$ cat src/rtl/flash_guard_pkg.sv
package flash_guard_pkg;
  localparam int ADDR_W = 19;
  localparam int BLK_W  = 16;   // log2 of the uniform sector size
  localparam int SR_W   = 8;
  localparam int BP_LO  = 2;    // protect level occupies [BP_LO+1:BP_LO]
  localparam int LOCK_B = 7;

  typedef enum logic [1:0] {
    OP_PROG = 2'd0,
    OP_SECT = 2'd1,
    OP_CHIP = 2'd2,
    OP_RSVD = 2'd3
  } op_kind_e;
endpackage

$ cat src/rtl/flash_guard_status.sv
module flash_guard_status
  import flash_guard_pkg::*;
(
  input  logic            clk_i,
  input  logic            rst_ni,
  input  logic            wp_pin_i,
  input  logic            wr_i,
  input  logic [SR_W-1:0] wdata_i,
  output logic [1:0]      level_o,
  output logic            lock_o,
  output logic [SR_W-1:0] sr_o
);
  logic [1:0] level_q;
  logic       lock_q;
  logic       frozen;
  logic [SR_W-4:0] wdata_unused;

  assign frozen = lock_q & ~wp_pin_i;
  assign wdata_unused = {wdata_i[LOCK_B-1:BP_LO+2], wdata_i[BP_LO-1:0]};

  always_ff @(posedge clk_i or negedge rst_ni) begin
    if (!rst_ni) begin
      level_q <= 2'b11;
      lock_q  <= 1'b0;
    end else if (wr_i && !frozen) begin
      level_q <= wdata_i[BP_LO+1:BP_LO];
      lock_q  <= wdata_i[LOCK_B];
    end
  end

  always_comb begin
    sr_o                   = '0;
    sr_o[BP_LO+1:BP_LO]    = level_q;
    sr_o[LOCK_B]           = lock_q;
  end

  assign level_o = level_q;
  assign lock_o  = lock_q;
endmodule

$ cat src/rtl/flash_guard_region.sv
module flash_guard_region
  import flash_guard_pkg::*;
(
  input  logic [1:0]        level_i,
  output logic              prot_en_o,
  output logic [ADDR_W-1:0] prot_lo_o
);
  localparam int unsigned MEM_BYTES = 1 << ADDR_W;
  localparam logic [ADDR_W-1:0] LO_EIGHTH  = ADDR_W'(MEM_BYTES - (MEM_BYTES >> 3));
  localparam logic [ADDR_W-1:0] LO_QUARTER = ADDR_W'(MEM_BYTES - (MEM_BYTES >> 2));

  assign prot_en_o = |level_i;

  always_comb begin
    unique case (level_i)
      2'b01:   prot_lo_o = LO_EIGHTH;
      2'b10:   prot_lo_o = LO_QUARTER;
      default: prot_lo_o = '0;   // 11 guards all; 00 gated by prot_en_o
    endcase
  end
endmodule

$ cat src/rtl/flash_guard_sector_map.sv
module flash_guard_sector_map
  import flash_guard_pkg::*;
(
  input  logic [ADDR_W-1:0] addr_i,
  output logic [ADDR_W-1:0] base_o,
  output logic [ADDR_W-1:0] size_o
);
  localparam int HI_W = ADDR_W - BLK_W;
  localparam logic [ADDR_W-1:0] SZ_BLK  = ADDR_W'(1) << BLK_W;
  localparam logic [ADDR_W-1:0] SZ_HALF = SZ_BLK >> 1;   // 32 KB
  localparam logic [ADDR_W-1:0] SZ_QTR  = SZ_BLK >> 2;   // 16 KB
  localparam logic [ADDR_W-1:0] SZ_8TH  = SZ_BLK >> 3;   // 8 KB
  localparam logic [ADDR_W-1:0] SZ_16TH = SZ_BLK >> 4;   // 4 KB
  localparam logic [ADDR_W-1:0] TOP_BASE = {{HI_W{1'b1}}, {BLK_W{1'b0}}};

  logic             in_top;
  logic [BLK_W-1:0] off;

  assign in_top = &addr_i[ADDR_W-1:BLK_W];
  assign off    = addr_i[BLK_W-1:0];

  always_comb begin
    if (!in_top) begin
      base_o = {addr_i[ADDR_W-1:BLK_W], {BLK_W{1'b0}}};
      size_o = SZ_BLK;
    end else if (!off[BLK_W-1]) begin
      base_o = TOP_BASE;
      size_o = SZ_HALF;
    end else if (!off[BLK_W-2]) begin
      base_o = TOP_BASE + SZ_HALF;
      size_o = SZ_QTR;
    end else if (!off[BLK_W-3]) begin
      base_o = TOP_BASE + SZ_HALF + SZ_QTR + (off[BLK_W-4] ? SZ_16TH : '0);
      size_o = SZ_16TH;
    end else begin
      base_o = TOP_BASE + SZ_HALF + SZ_QTR + SZ_8TH;
      size_o = SZ_8TH;
    end
  end
endmodule

$ cat src/rtl/flash_guard_verdict.sv
module flash_guard_verdict
  import flash_guard_pkg::*;
(
  input  logic              clk_i,
  input  logic              rst_ni,
  input  logic              req_i,
  input  logic [1:0]        kind_i,
  input  logic [ADDR_W-1:0] addr_i,
  input  logic [ADDR_W-1:0] sect_base_i,
  input  logic [ADDR_W-1:0] sect_size_i,
  input  logic              prot_en_i,
  input  logic [ADDR_W-1:0] prot_lo_i,
  output logic              vld_o,
  output logic              ok_o
);
  logic [ADDR_W-1:0] sect_last;
  logic              allow;
  op_kind_e          kind;

  assign kind      = op_kind_e'(kind_i);
  assign sect_last = sect_base_i + sect_size_i - ADDR_W'(1);

  always_comb begin
    unique case (kind)
      OP_PROG: allow = !prot_en_i || (addr_i    < prot_lo_i);
      OP_SECT: allow = !prot_en_i || (sect_last < prot_lo_i);
      OP_CHIP: allow = !prot_en_i;
      default: allow = 1'b0;
    endcase
  end

  always_ff @(posedge clk_i or negedge rst_ni) begin
    if (!rst_ni) begin
      vld_o <= 1'b0;
      ok_o  <= 1'b0;
    end else begin
      vld_o <= req_i;
      ok_o  <= req_i & allow;
    end
  end
endmodule

$ cat src/rtl/flash_guard.sv
module flash_guard
  import flash_guard_pkg::*;
(
  input  logic              clk_i,
  input  logic              rst_ni,
  input  logic              wp_pin_i,
  input  logic              sr_wr_i,
  input  logic [SR_W-1:0]   sr_wdata_i,
  output logic [SR_W-1:0]   sr_o,
  input  logic              op_req_i,
  input  logic [1:0]        op_kind_i,
  input  logic [ADDR_W-1:0] addr_i,
  output logic              resp_vld_o,
  output logic              resp_ok_o,
  output logic [ADDR_W-1:0] sect_base_o,
  output logic [ADDR_W-1:0] sect_size_o
);
  logic [1:0]        level;
  logic              lock_unused;
  logic              prot_en;
  logic [ADDR_W-1:0] prot_lo;

  flash_guard_status i_status (
    .clk_i, .rst_ni, .wp_pin_i,
    .wr_i(sr_wr_i), .wdata_i(sr_wdata_i),
    .level_o(level), .lock_o(lock_unused), .sr_o(sr_o)
  );

  flash_guard_region i_region (
    .level_i(level), .prot_en_o(prot_en), .prot_lo_o(prot_lo)
  );

  flash_guard_sector_map i_map (
    .addr_i, .base_o(sect_base_o), .size_o(sect_size_o)
  );

  flash_guard_verdict i_verdict (
    .clk_i, .rst_ni,
    .req_i(op_req_i), .kind_i(op_kind_i), .addr_i,
    .sect_base_i(sect_base_o), .sect_size_i(sect_size_o),
    .prot_en_i(prot_en), .prot_lo_i(prot_lo),
    .vld_o(resp_vld_o), .ok_o(resp_ok_o)
  );
endmodule

$ cat config.mk
export PLATFORM = sky130hd
export DESIGN_NAME = flash_guard
export DESIGN_NICKNAME = d
export VERILOG_FILES = /design/src/rtl/flash_guard_pkg.sv /design/src/rtl/flash_guard_status.sv /design/src/rtl/flash_guard_region.sv /design/src/rtl/flash_guard_sector_map.sv /design/src/rtl/flash_guard_verdict.sv /design/src/rtl/flash_guard.sv
export SDC_FILE = /design/constraint.sdc
export NUM_CORES = 1
export LEC_CHECK = 0
export BUFFER_PORTS_ARGS = -buffer_cell sky130_fd_sc_hd__buf_2
export CAP_MARGIN = 20
export CORE_MARGIN = 10
export CORE_UTILIZATION = 33
export CTS_CLUSTER_SIZE = 30
export DETAILED_ROUTE_END_ITERATION = 6
export GPL_TIMING_DRIVEN = 0
export PLACE_DENSITY_LB_ADDON = 0.1
export SYNTH_ARGS = -nofsm -noshare
export SYNTH_HDL_FRONTEND = slang
export SYNTH_SLANG_ARGS = --single-unit
$ cat constraint.sdc
create_clock -name clk_i -period 1.8 [get_ports clk_i]
set_input_delay 0.36 -clock clk_i [delete_from_list [all_inputs] [get_ports clk_i]]
set_output_delay 0.36 -clock clk_i [all_outputs]
set_load 0.01 [all_outputs]
==> results of run 1 <==
==> power breakdown <==
group / leakage [nW] / total, mW / internal [mW] / switching, mW
registers: 0.0572 / 0.141 / 0.132 / 0.00866
clock network: 0.0177 / 0.132 / 0.0807 / 0.0510
logic: 0.790 / 0.341 / 0.179 / 0.162
==> stage by stage <==
stage | util | setup WS [ns] | TNS (ns) | cell area, um^2
floorplan | - | -0.823 | -0.823 | 1050
global placement | 0.508 | -1.20 | -1.20 | 1260
detailed placement | 0.508 | -1.20 | -1.20 | 1260
CTS | 0.571 | -0.733 | -0.733 | 1410
global route | 0.573 | -0.928 | -0.928 | 1420
finish | 0.573 | -0.743 | -0.743 | 1420
==> worst max path at each step <==
stage               slack, ns  cells past startpoint  startpoint             end
floorplan               -0.82                     15  addr_i[15]  i_verdict.ok_o
global placement        -1.20                     16  addr_i[17]  i_verdict.ok_o
detailed placement      -1.20                     16  addr_i[17]  i_verdict.ok_o
CTS                     -0.73                     16  addr_i[18]  i_verdict.ok_o
global route            -0.93                     16  addr_i[18]  i_verdict.ok_o
finish                  -0.74                     16  addr_i[18]  i_verdict.ok_o
==> cell type report <==
cell class,count,share of cell area
multi-input combinational,79,0.437
timing repair buffer,43,0.204
buffer,36,0.183
sequential,5,0.0899
inverter,15,0.0414
tap,30,0.0265
clock buffer,3,0.0159
clock inverter,1,0.00353
==> repair_timing <==
action	in CTS	in global routing
hold buffers	1	0
endpoints found under the setup margin	1	1
hold endpoints to repair	3	0
gates resized for setup	14	1
pin swaps	13	1
buffers inserted	9	0
==> cells by family (layout without fill, tap and decap cells) <==
kind of cell             Yosys count  count (layout)  synth area share
XOR/XNOR                           2               2            0.0204
buffers and inverters             51              98             0.366
multiplexers                       2               2            0.0262
AND/OR/NAND/NOR                   19              19             0.142
adder cells (fa/ha/maj)           11              11             0.160
other                              1              31           0.00436
flip-flops                         5               5             0.148
AO/OA/AOI/OAI                     14              14             0.132
==> registers in the layout, indices dropped and copies added, names as in the netlist <==
name	flops
i_status.level_o	2
i_status.lock_o	1
i_verdict.ok_o	1
i_verdict.vld_o	1
==> cell usage in the layout, fill, tap and decap left out, types with 2 or more instances in the layout <==
| cell type | n |
|---|---|
| a21boi_0 | 2 |
| buf_4 | 42 |
| o21ai_1 | 2 |
| buf_12 | 2 |
| and2_1 | 2 |
| nand2b_1 | 2 |
| xnor2_1 | 2 |
| nand2_4 | 3 |
| conb_1 | 31 |
| clkbuf_4 | 3 |
| ha_1 | 7 |
| ha_4 | 3 |
| buf_2 | 29 |
| dfstp_2 | 2 |
| inv_1 | 12 |
| mux2_2 | 2 |
| nand2_1 | 2 |
| inv_2 | 2 |
| dfrtp_1 | 3 |
| clkbuf_1 | 3 |
==> metal layers <==
layer  track usage  part of all wire  vias up
met5             0                 0        -
met4        0.0323            0.0098        0
met3        0.0460              0.11        2
met2         0.160              0.52       35
met1        0.0909              0.35      343
li1              -                 -      430
==> key figures, run 1 <==
Logic synthesis
  – Predominant post-synthesis flop cell: dfrtp_1
  – Post-synth top area share: 0.288
  – Post-Syn Instances: 105
  – Sequential share of the synthesized area: 0.148
  – Synth cell count leaders: buf_4, inv_1, ha_1
  – Ys Warns: 0
  – Ranking of synthesized cells by area: buf_4, ha_1, dfrtp_1
  – Syn_area_per_cell: 8.20 um^2
  – Mapped Area: roughly 860 um^2
  – Cell taking the most area after synthesis: buf_4
  – Async S/R FF share, synth: 1.00
  – Synth cell types: 32
  – Top-count cell post-synth: buf_4
  – Flops & latches, synth: 5
  – Post-synth EDFFs: 0

Worst setup path
  – Terminus of the critical flop-to-flop path: i_verdict.ok_o
  – Worst Path Required: 1.97 ns
  – Delay-heaviest family, CP: simple AND/OR/NAND/NOR gates
  – Cell Chain, Critical Path: buf_12 > nand4_4 > inv_4 > nand2_4 > ha_4 > inv_2 > ha_4 > nand2_4 > o31ai_4 > o211ai_2 > xnor2_1 > ha_2 > nor3b_2 > and3_4 > nand3b_1 > o211ai_1
  – Critical path class: in2reg
  – Slowest stage delay, CP: approximately 0.27 ns
  – RR Startpoint: i_status.level_o[0]
  – CP max stage cell: o31ai_4
  – Critical Path End Type: flip-flop
  – Crit Path Max Fanout: 4
  – Crit path launch type: input port
  – Flop-to-flop setup slack: -0.25 ns
  – Worst r2r path cells: 8
  – CP arrival: 2.71 ns
  – CP bufs+invs: 3

Clocking
  – Clk sink count: 5
  – CTS tree: done
  – Skew-Pair Late Insertion Delay: 0.25 ns
  – CTS HTree Levels: 1
  – Max clock buf depth: 2
  – CTS Buf Count: 3
  – Clk root buf: clkbuf_4
  – Worst-path clk slew: roughly 0.05 ns

Timing
  – Final Max Tran Viols: 0
  – Post-route worst setup slack: -0.743 ns
  – Post-layout min period: 2.54 ns
  – Fmax: 393 MHz
  – Hold_ws: 0.235 ns
  – Endpoints failing hold: 0
  – Clk_skew: between 0.00001 and 0.000015 ns
  – Final setup violation count: 1
  – Final Cycle Share: 1.41
  – RSZ-0062 raised after global routing: true

Placement
  – I/O Buffers: 33
  – Final GP Congestion: 0.647
  – Post-Place Cells: 198
  – Dpl hpwl: 1.93 mm

GRT
  – Initial antenna violation count: 0
  – Vias in the first global route: 879
  – Largest net degree at the start of global routing: 6
  – Grt total ovfl: 0
  – First-pass GRT wire length: 3.89 mm
  – Total Routing Usage GR: 0.0914

Cells and area
  – Seq. cell area: 128 um^2
  – Fillers: 242
  – Fraction of final layout cells sized beyond drive strength 1: 0.560
  – Layout Cells excl Fill: 212
  – # diodes: 0
  – Multi-input logic area: around 620 um^2
  – Layout Area Growth over Synthesis: 64.8%
  – Net count, final: 228

Power and ir drop
  – Peak VDD IR: ~0.39 mV
  – Post-layout power: 613 uW
  – LEAKAGE: 0.865 nW
  – Pwr Density: about 430 mW/mm^2

Die
  – Initial core utilization: 0.347
  – Die X: 71.1 um
  – Die H: 71.1 um
  – Num rows: 18
  – Die area: 0.00505 mm^2
  – I/O pins: 82
  – Core ar.: between 0.002 and 0.0025 mm^2

Routing
  – First DRT Iteration DRCs: 38
  – Detail Route Antenna Nets: 0
  – DR vias/cell: 3.82
  – Pre-Repair DR Iteration Count: 4
  – DR DRC count: 0
  – Total Wirelength: 2.24 mm
  – Wire length per cell: 10.6 um
  – Total number of vias: 810

Hold path
  – Worst hold path class: in2reg
  – Hold path depth: 1
  – Hold endpoint: i_verdict.vld_o
  – Hold_sp: op_req_i

Outcome
  – Status: complete, but fails checks
  – Failing checks: negative setup slack

Run
  – Max-Cap Viols: 0
Note: power is estimated with default switching activity, not from simulation.
==> run 2, diff against run 1 <==
--- a/config.mk
+++ b/config.mk
@@ -12,6 +12,7 @@
 export CTS_CLUSTER_SIZE = 30
 export DETAILED_ROUTE_END_ITERATION = 6
 export GPL_TIMING_DRIVEN = 0
+export MAX_ROUTING_LAYER = met4
 export PLACE_DENSITY_LB_ADDON = 0.1
 export SYNTH_ARGS = -nofsm -noshare
 export SYNTH_HDL_FRONTEND = slang
==> key figures, run 2 (same netlist as run 1, synthesis figures left out) <==
Die
  – Die area: 0.00505 mm^2 (unchanged)
  – Die X: 71.1 um (unchanged)
  – Initial core utilization: 0.347 (unchanged)
  – I/O pins: 82 (unchanged)
  – Die H: 71.1 um (unchanged)
  – Core ar.: 0.00248 mm^2 (unchanged)
  – Num rows: 18 (unchanged)

Worst setup path
  – Slowest stage delay, CP: 0.27 ns (about the same)
  – Flop-to-flop setup slack: -0.25 ns (about the same)
  – Delay-heaviest family, CP: simple AND/OR/NAND/NOR gates
  – RR Startpoint: i_status.level_o[0]
  – Critical path class: in2reg
  – CP max stage cell: o31ai_4
  – Terminus of the critical flop-to-flop path: i_verdict.ok_o
  – Crit path launch type: input port
  – CP bufs+invs: 3 (unchanged)
  – Worst r2r path cells: 8 (unchanged)
  – Crit Path Max Fanout: 4 (unchanged)
  – Critical Path End Type: flip-flop
  – Cell Chain, Critical Path: buf_12 > nand4_4 > inv_4 > nand2_4 > ha_4 > inv_2 > ha_4 > nand2_4 > o31ai_4 > o211ai_2 > xnor2_1 > ha_2 > nor3b_2 > and3_4 > nand3b_1 > o211ai_1
  – Worst Path Required: 1.97 ns (about the same)
  – CP arrival: 2.71 ns (about the same)
  – Critical path depth in cells: 16 (unchanged)

Clocking
  – Skew-Pair Late Insertion Delay: 0.25 ns (about the same)
  – Clk root buf: clkbuf_4
  – Clk sink count: 5 (unchanged)
  – CTS HTree Levels: 1 (unchanged)
  – Worst-path clk slew: 0.05 ns (about the same)
  – CTS tree: done
  – CTS Buf Count: 3 (unchanged)
  – Max clock buf depth: 2 (unchanged)

Placement
  – Final GP Congestion: 0.653 (+0.87%)
  – I/O Buffers: 33 (unchanged)
  – Post-Place Setup Slack: -1.20 ns (unchanged)
  – Post-Place Cells: 198 (unchanged)
  – Dpl hpwl: 1.93 mm (unchanged)

Routing
  – DR vias/cell: 3.82 (unchanged)
  – Total Wirelength: 2.24 mm (unchanged)
  – First DRT Iteration DRCs: 38 (unchanged)
  – Pre-Repair DR Iteration Count: 3 (-1)
  – Wire length per cell: 10.6 um (unchanged)
  – Total number of vias: 810 (unchanged)
  – DR DRC count: 0 (unchanged)
  – Detail Route Antenna Nets: 0 (unchanged)

Timing
  – Fmax: 393 MHz (about the same)
  – Endpoints failing hold: 0 (unchanged)
  – Clk_skew: 0.0000149 ns (unchanged)
  – Post-route worst setup slack: -0.743 ns (+0.0000290 ns)
  – RSZ-0062 raised after global routing: true
  – Final Cycle Share: 1.41 (about the same)
  – Final setup violation count: 1 (unchanged)
  – Final Max Tran Viols: 0 (unchanged)
  – Post-layout min period: 2.54 ns (-0.0000290 ns)

Cells and area
  – Layout Cells excl Fill: 212 (unchanged)
  – Commonest non-fill, non-tap cell in the layout: buf_4
  – Fillers: 242 (unchanged)
  – Layout Area Growth over Synthesis: 64.8% (unchanged)
  – Net count, final: 228 (unchanged)
  – Most frequent cells in the layout: buf_4, conb_1, buf_2
  – Fraction of final layout cells sized beyond drive strength 1: 0.560 (unchanged)
  – # diodes: 0 (unchanged)
  – Max reg flops: 2 (unchanged)

GRT
  – First-pass GRT wire length: 3.89 mm (unchanged)
  – Total Routing Usage GR: 0.0940 (+0.00262)
  – Initial antenna violation count: 0 (unchanged)
  – Largest net degree at the start of global routing: 6 (unchanged)
  – Vias in the first global route: 879 (unchanged)
  – Grt total ovfl: 0 (unchanged)

Hold path
  – Hold_sp: op_req_i
  – Hold endpoint: i_verdict.vld_o
  – Worst hold path class: in2reg
  – Hold path depth: 1 (unchanged)

Power and ir drop
  – P_sw: 221 uW (about the same)
  – Reg power frac: 0.230 (about the same)
  – LEAKAGE: 0.865 nW (unchanged)
  – Sw frac: 0.361 (about the same)
  – Combinational Power Share: 0.556 (about the same)
  – Peak VDD IR: 0.390 mV (unchanged)
  – P_int: 392 uW (unchanged)
  – Clk network pwr share: 0.215 (about the same)
  – Pwr Density: 432 mW/mm^2 (about the same)

Run
  – Max-Cap Viols: 0 (unchanged)

Outcome
  – Status: complete, but fails checks
  – Failing checks: negative setup slack
[run 2: cell counts in the layout (fill, tap and decap cells not counted)]
Identical to the previous run, type by type.
[run 2: final cells by class]
type,instances,area (um^2),share of cell area
Multi-Input combinational cell,79,619,0.437
Tap cell,30,37.5,0.0265
Clock inverter,1,5.00,0.00353
Sequential cell,5,128,0.0899
Clock buffer,3,22.5,0.0159
Timing Repair Buffer,43,289,0.204
Inverter,15,58.8,0.0414
Buffer,36,259,0.183
[run 2: power groups by stage]
stage	clock, mW	sequential [mW]	combinational (mW)
finish	0.132	0.141	0.341
global route	0.148	0.144	0.389
CTS	0.139	0.141	0.337
detailed placement	0	0.143	0.307
global placement	0	0.142	0.301
floorplan	0	0.148	0.224
[run 2: per-stage QoR]
| step | instance area (um^2) | total power, mW | setup TNS [ns] | hold slack (ns) | util |
|---|---|---|---|---|---|
| global placement | 1260 | 0.443 | -1.20 | 0.179 | 0.508 |
| finish | 1420 | 0.613 | -0.743 | 0.235 | 0.573 |
| CTS | 1410 | 0.617 | -0.733 | 0.226 | 0.571 |
| global route | 1420 | 0.681 | -0.928 | 0.225 | 0.573 |
| detailed placement | 1260 | 0.450 | -1.20 | 0.182 | 0.508 |
| floorplan | 1050 | 0.372 | -0.823 | 0.0644 | - |
[run 2: how the worst max path moves through the flow]
stage                from             end  slack (ns)
6_report       addr_i[18]  i_verdict.ok_o       -0.74
5_1_grt        addr_i[18]  i_verdict.ok_o       -0.93
4_1_cts        addr_i[18]  i_verdict.ok_o       -0.73
3_5_place_dp   addr_i[17]  i_verdict.ok_o       -1.20
3_3_place_gp   addr_i[17]  i_verdict.ok_o       -1.20
2_1_floorplan  addr_i[15]  i_verdict.ok_o       -0.82
[run 2: routing by layer]
| layer | GRT usage | routed length, um |
|---|---|---|
| met5 | - | 0 |
| met4 | 0.0323 | 22 |
| met3 | 0.0391 | 214 |
| met2 | 0.160 | 1180 |
| met1 | 0.0949 | 829 |
[run 2: timing repair]
action / CTS / global route
setup buffers: 9 / 0
setup endpoints to repair: 1 / 1
pin swaps: 13 / 1
endpoints found under the hold margin: 3 / 0
hold buffers: 1 / 0
gates resized for setup: 14 / 1
[run 2: worst reg2reg max path, cell delays in order (launching register included)]
cell and delay [ns]:
dfstp_2 0.55, inv_1 0.05, ha_1 0.26, inv_1 0.08, ha_1 0.20, or3b_1 0.34
a221oi_1 0.28, o21ai_1 0.11, o211ai_1 0.10
==> run 3, diff against run 2 <==
--- a/config.mk
+++ b/config.mk
@@ -7,13 +7,13 @@
 export LEC_CHECK = 0
 export BUFFER_PORTS_ARGS = -buffer_cell sky130_fd_sc_hd__buf_2
 export CAP_MARGIN = 20
-export CORE_MARGIN = 10
+export CORE_MARGIN = 8
 export CORE_UTILIZATION = 33
 export CTS_CLUSTER_SIZE = 30
 export DETAILED_ROUTE_END_ITERATION = 6
 export GPL_TIMING_DRIVEN = 0
 export MAX_ROUTING_LAYER = met4
-export PLACE_DENSITY_LB_ADDON = 0.1
+export PLACE_DENSITY = 0.77
 export SYNTH_ARGS = -nofsm -noshare
 export SYNTH_HDL_FRONTEND = slang
 export SYNTH_SLANG_ARGS = --single-unit
==> key figures, run 3 (same netlist as run 1, synthesis figures left out) <==
Outcome
  – Status: complete, but fails checks
  – Failing checks: negative setup slack

Power and ir drop
  – Peak VDD IR: 0.406 mV (+4.0%)
  – Reg power frac: 0.229 (about the same)
  – Combinational Power Share: 0.559 (+0.003)
  – LEAKAGE: 0.842 nW (-2.7%)
  – Clk network pwr share: 0.212 (-0.003)
  – Sw frac: 0.362 (+0.00113)
  – P_int: 393 uW (+0.28%)
  – P_sw: 223 uW (+0.77%)
  – Pwr Density: 440 mW/mm^2 (+1.7%)

Die
  – Core ar.: 0.00248 mm^2 (unchanged)
  – Num rows: 18 (unchanged)
  – I/O pins: 82 (unchanged)
  – Initial core utilization: 0.347 (unchanged)
  – Die X: 67.1 um (-5.6%)
  – Die area: 0.00450 mm^2 (-11%)
  – Die H: 67.1 um (-5.6%)

Cells and area
  – Max reg flops: 2 (unchanged)
  – Fraction of final layout cells sized beyond drive strength 1: 0.562 (+0.00136)
  – Multi-input logic area: 642 um^2 (+3.6%)
  – Fillers: 229 (-5.4%)
  – Seq. cell area: 128 um^2 (unchanged)
  – Commonest non-fill, non-tap cell in the layout: buf_4
  – Net count, final: 224 (-1.8%)
  – Layout Area Growth over Synthesis: 62.8%
  – # diodes: 0 (unchanged)
  – Most frequent cells in the layout: buf_4, conb_1, buf_2
  – Design area: 0.00140 mm^2 (-1.2%)

Timing
  – Endpoints failing hold: 0 (unchanged)
  – RSZ-0062 raised after global routing: true
  – Hold_ws: 0.237 ns (+0.00139 ns)
  – Final TNS setup: -0.714 ns (+0.0291 ns)
  – Post-route worst setup slack: -0.714 ns (+0.0291 ns)
  – Final Max Tran Viols: 0 (unchanged)
  – Final Cycle Share: 1.40 (-0.0162)
  – Fmax: 398 MHz (+1.2%)
  – Final setup violation count: 1 (unchanged)
  – Clk_skew: 0.00371 ns (+0.00370 ns)
  – Post-layout min period: 2.51 ns (-0.0291 ns)

Routing
  – Total Wirelength: 2.15 mm (-4.1%)
  – Pre-Repair DR Iteration Count: 4 (+1)
  – DR vias/cell: 3.80 (-0.47%)
  – First DRT Iteration DRCs: 12 (-68%)
  – Wire length per cell: 10.3 um (-2.3%)
  – DR DRC count: 0 (unchanged)
  – Total number of vias: 791 (-2.3%)
  – Detail Route Antenna Nets: 0 (unchanged)

Clocking
  – Worst-path clk slew: 0.04 ns (about the same)
  – CTS tree: done
  – Skew-Pair Late Insertion Delay: 0.24 ns (about the same)
  – Clk sink count: 5 (unchanged)
  – Max clock buf depth: 2 (unchanged)
  – CTS Buf Count: 3 (unchanged)
  – Clk root buf: clkbuf_4
  – CTS HTree Levels: 1 (unchanged)

GRT
  – Total Routing Usage GR: 0.0991 (+0.00507)
  – GR Layer Usage met1: 0.106 (+0.0108)
  – Vias in the first global route: 839 (-4.6%)
  – First-pass GRT wire length: 3.47 mm (-11%)
  – Busiest grt layer: met2
  – Initial antenna violation count: 0 (unchanged)
  – Grt total ovfl: 0 (unchanged)
  – Met2 GRT Util: 0.165 (+0.00464)
  – Met3 usage: 0.0336 (-0.00549)
  – Largest net degree at the start of global routing: 6 (unchanged)

Placement
  – Final GP Congestion: 0.763 (+17%)
  – I/O Buffers: 33 (unchanged)
  – Dpl hpwl: 1.83 mm (-4.9%)
  – Placed inst area: 0.00126 mm^2 (unchanged)

Worst setup path
  – Crit path launch type: input port
  – Worst Path Required: 1.96 ns (about the same)
  – Crit Path Max Fanout: 3 (-1)
  – Worst r2r path cells: 8 (unchanged)
  – CP arrival: 2.67 ns (-0.04 ns)
  – Critical Path End Type: flip-flop
  – Critical path class: in2reg

Hold path
  – Worst hold path class: in2reg
  – Hold path depth: 1 (unchanged)

Run
  – Max-Cap Viols: 0 (unchanged)
-- run 3: power by group through the flow --
stage | clock [mW] | combinational (mW) | sequential, mW
floorplan | 0 | 0.224 | 0.148
global placement | 0 | 0.300 | 0.142
detailed placement | 0 | 0.309 | 0.143
CTS | 0.133 | 0.337 | 0.141
global route | 0.145 | 0.386 | 0.144
finish | 0.130 | 0.345 | 0.141
-- run 3: per-stage QoR --
step	power [mW]	instances	util	setup slack, ns
after floorplan	0.372	135	-	-0.823
after global placement	0.441	198	0.508	-1.15
after detailed placement	0.452	198	0.508	-1.21
after CTS	0.610	208	0.565	-0.712
after global routing	0.675	208	0.566	-0.836
final	0.616	208	0.566	-0.714
-- run 3: routing by layer --
layer  part of all wire  wire length [um]
met1               0.43               932
met2               0.45               970
met3               0.10               216
met4              0.014                31
met5                  0                 0
-- run 3: path summary, 6_finish.rpt --
path / startpoint / to / slack, ns
setup / recovery: addr_i[18] / i_verdict.ok_o / -0.71
hold / removal: op_req_i / i_verdict.vld_o / 0.24
setup reg to reg: i_status.level_o[0] / i_verdict.ok_o / -0.27
hold reg to reg: i_status.lock_o / i_status.lock_o / 0.53
max in group asynchronous: rst_ni / i_status.level_o[1] / 1.11
min in group asynchronous: rst_ni / i_verdict.vld_o / 0.47
-- run 3: area by class of cell --
class / instances / area share
buffer: 36 / 0.185
clock buffer: 4 / 0.0188
inverter: 15 / 0.0420
multi-input combinational: 79 / 0.458
sequential: 5 / 0.0911
tap: 30 / 0.0268
timing repair buffer: 39 / 0.179
-- run 3: critical path: stages --
cell and delay (ns):
buf_8 0.08, nand4_4 0.14, inv_4 0.12, nand2_4 0.07
ha_4 0.25, inv_2 0.04, ha_4 0.26, nand2_4 0.04
o31ai_4 0.20, o211ai_2 0.10, xnor2_1 0.18, ha_2 0.31
nand2_2 0.07, and3_4 0.18, nand3b_1 0.08, o211ai_1 0.19
-- run 3: repair_timing --
action | in CTS | in global routing
gates resized for setup | 15 | 1
pin swaps | 13 | 0
hold endpoints to repair | 3 | 0
endpoints found under the setup margin | 1 | 1
hold buffers | 1 | 0
buffers inserted | 5 | 0
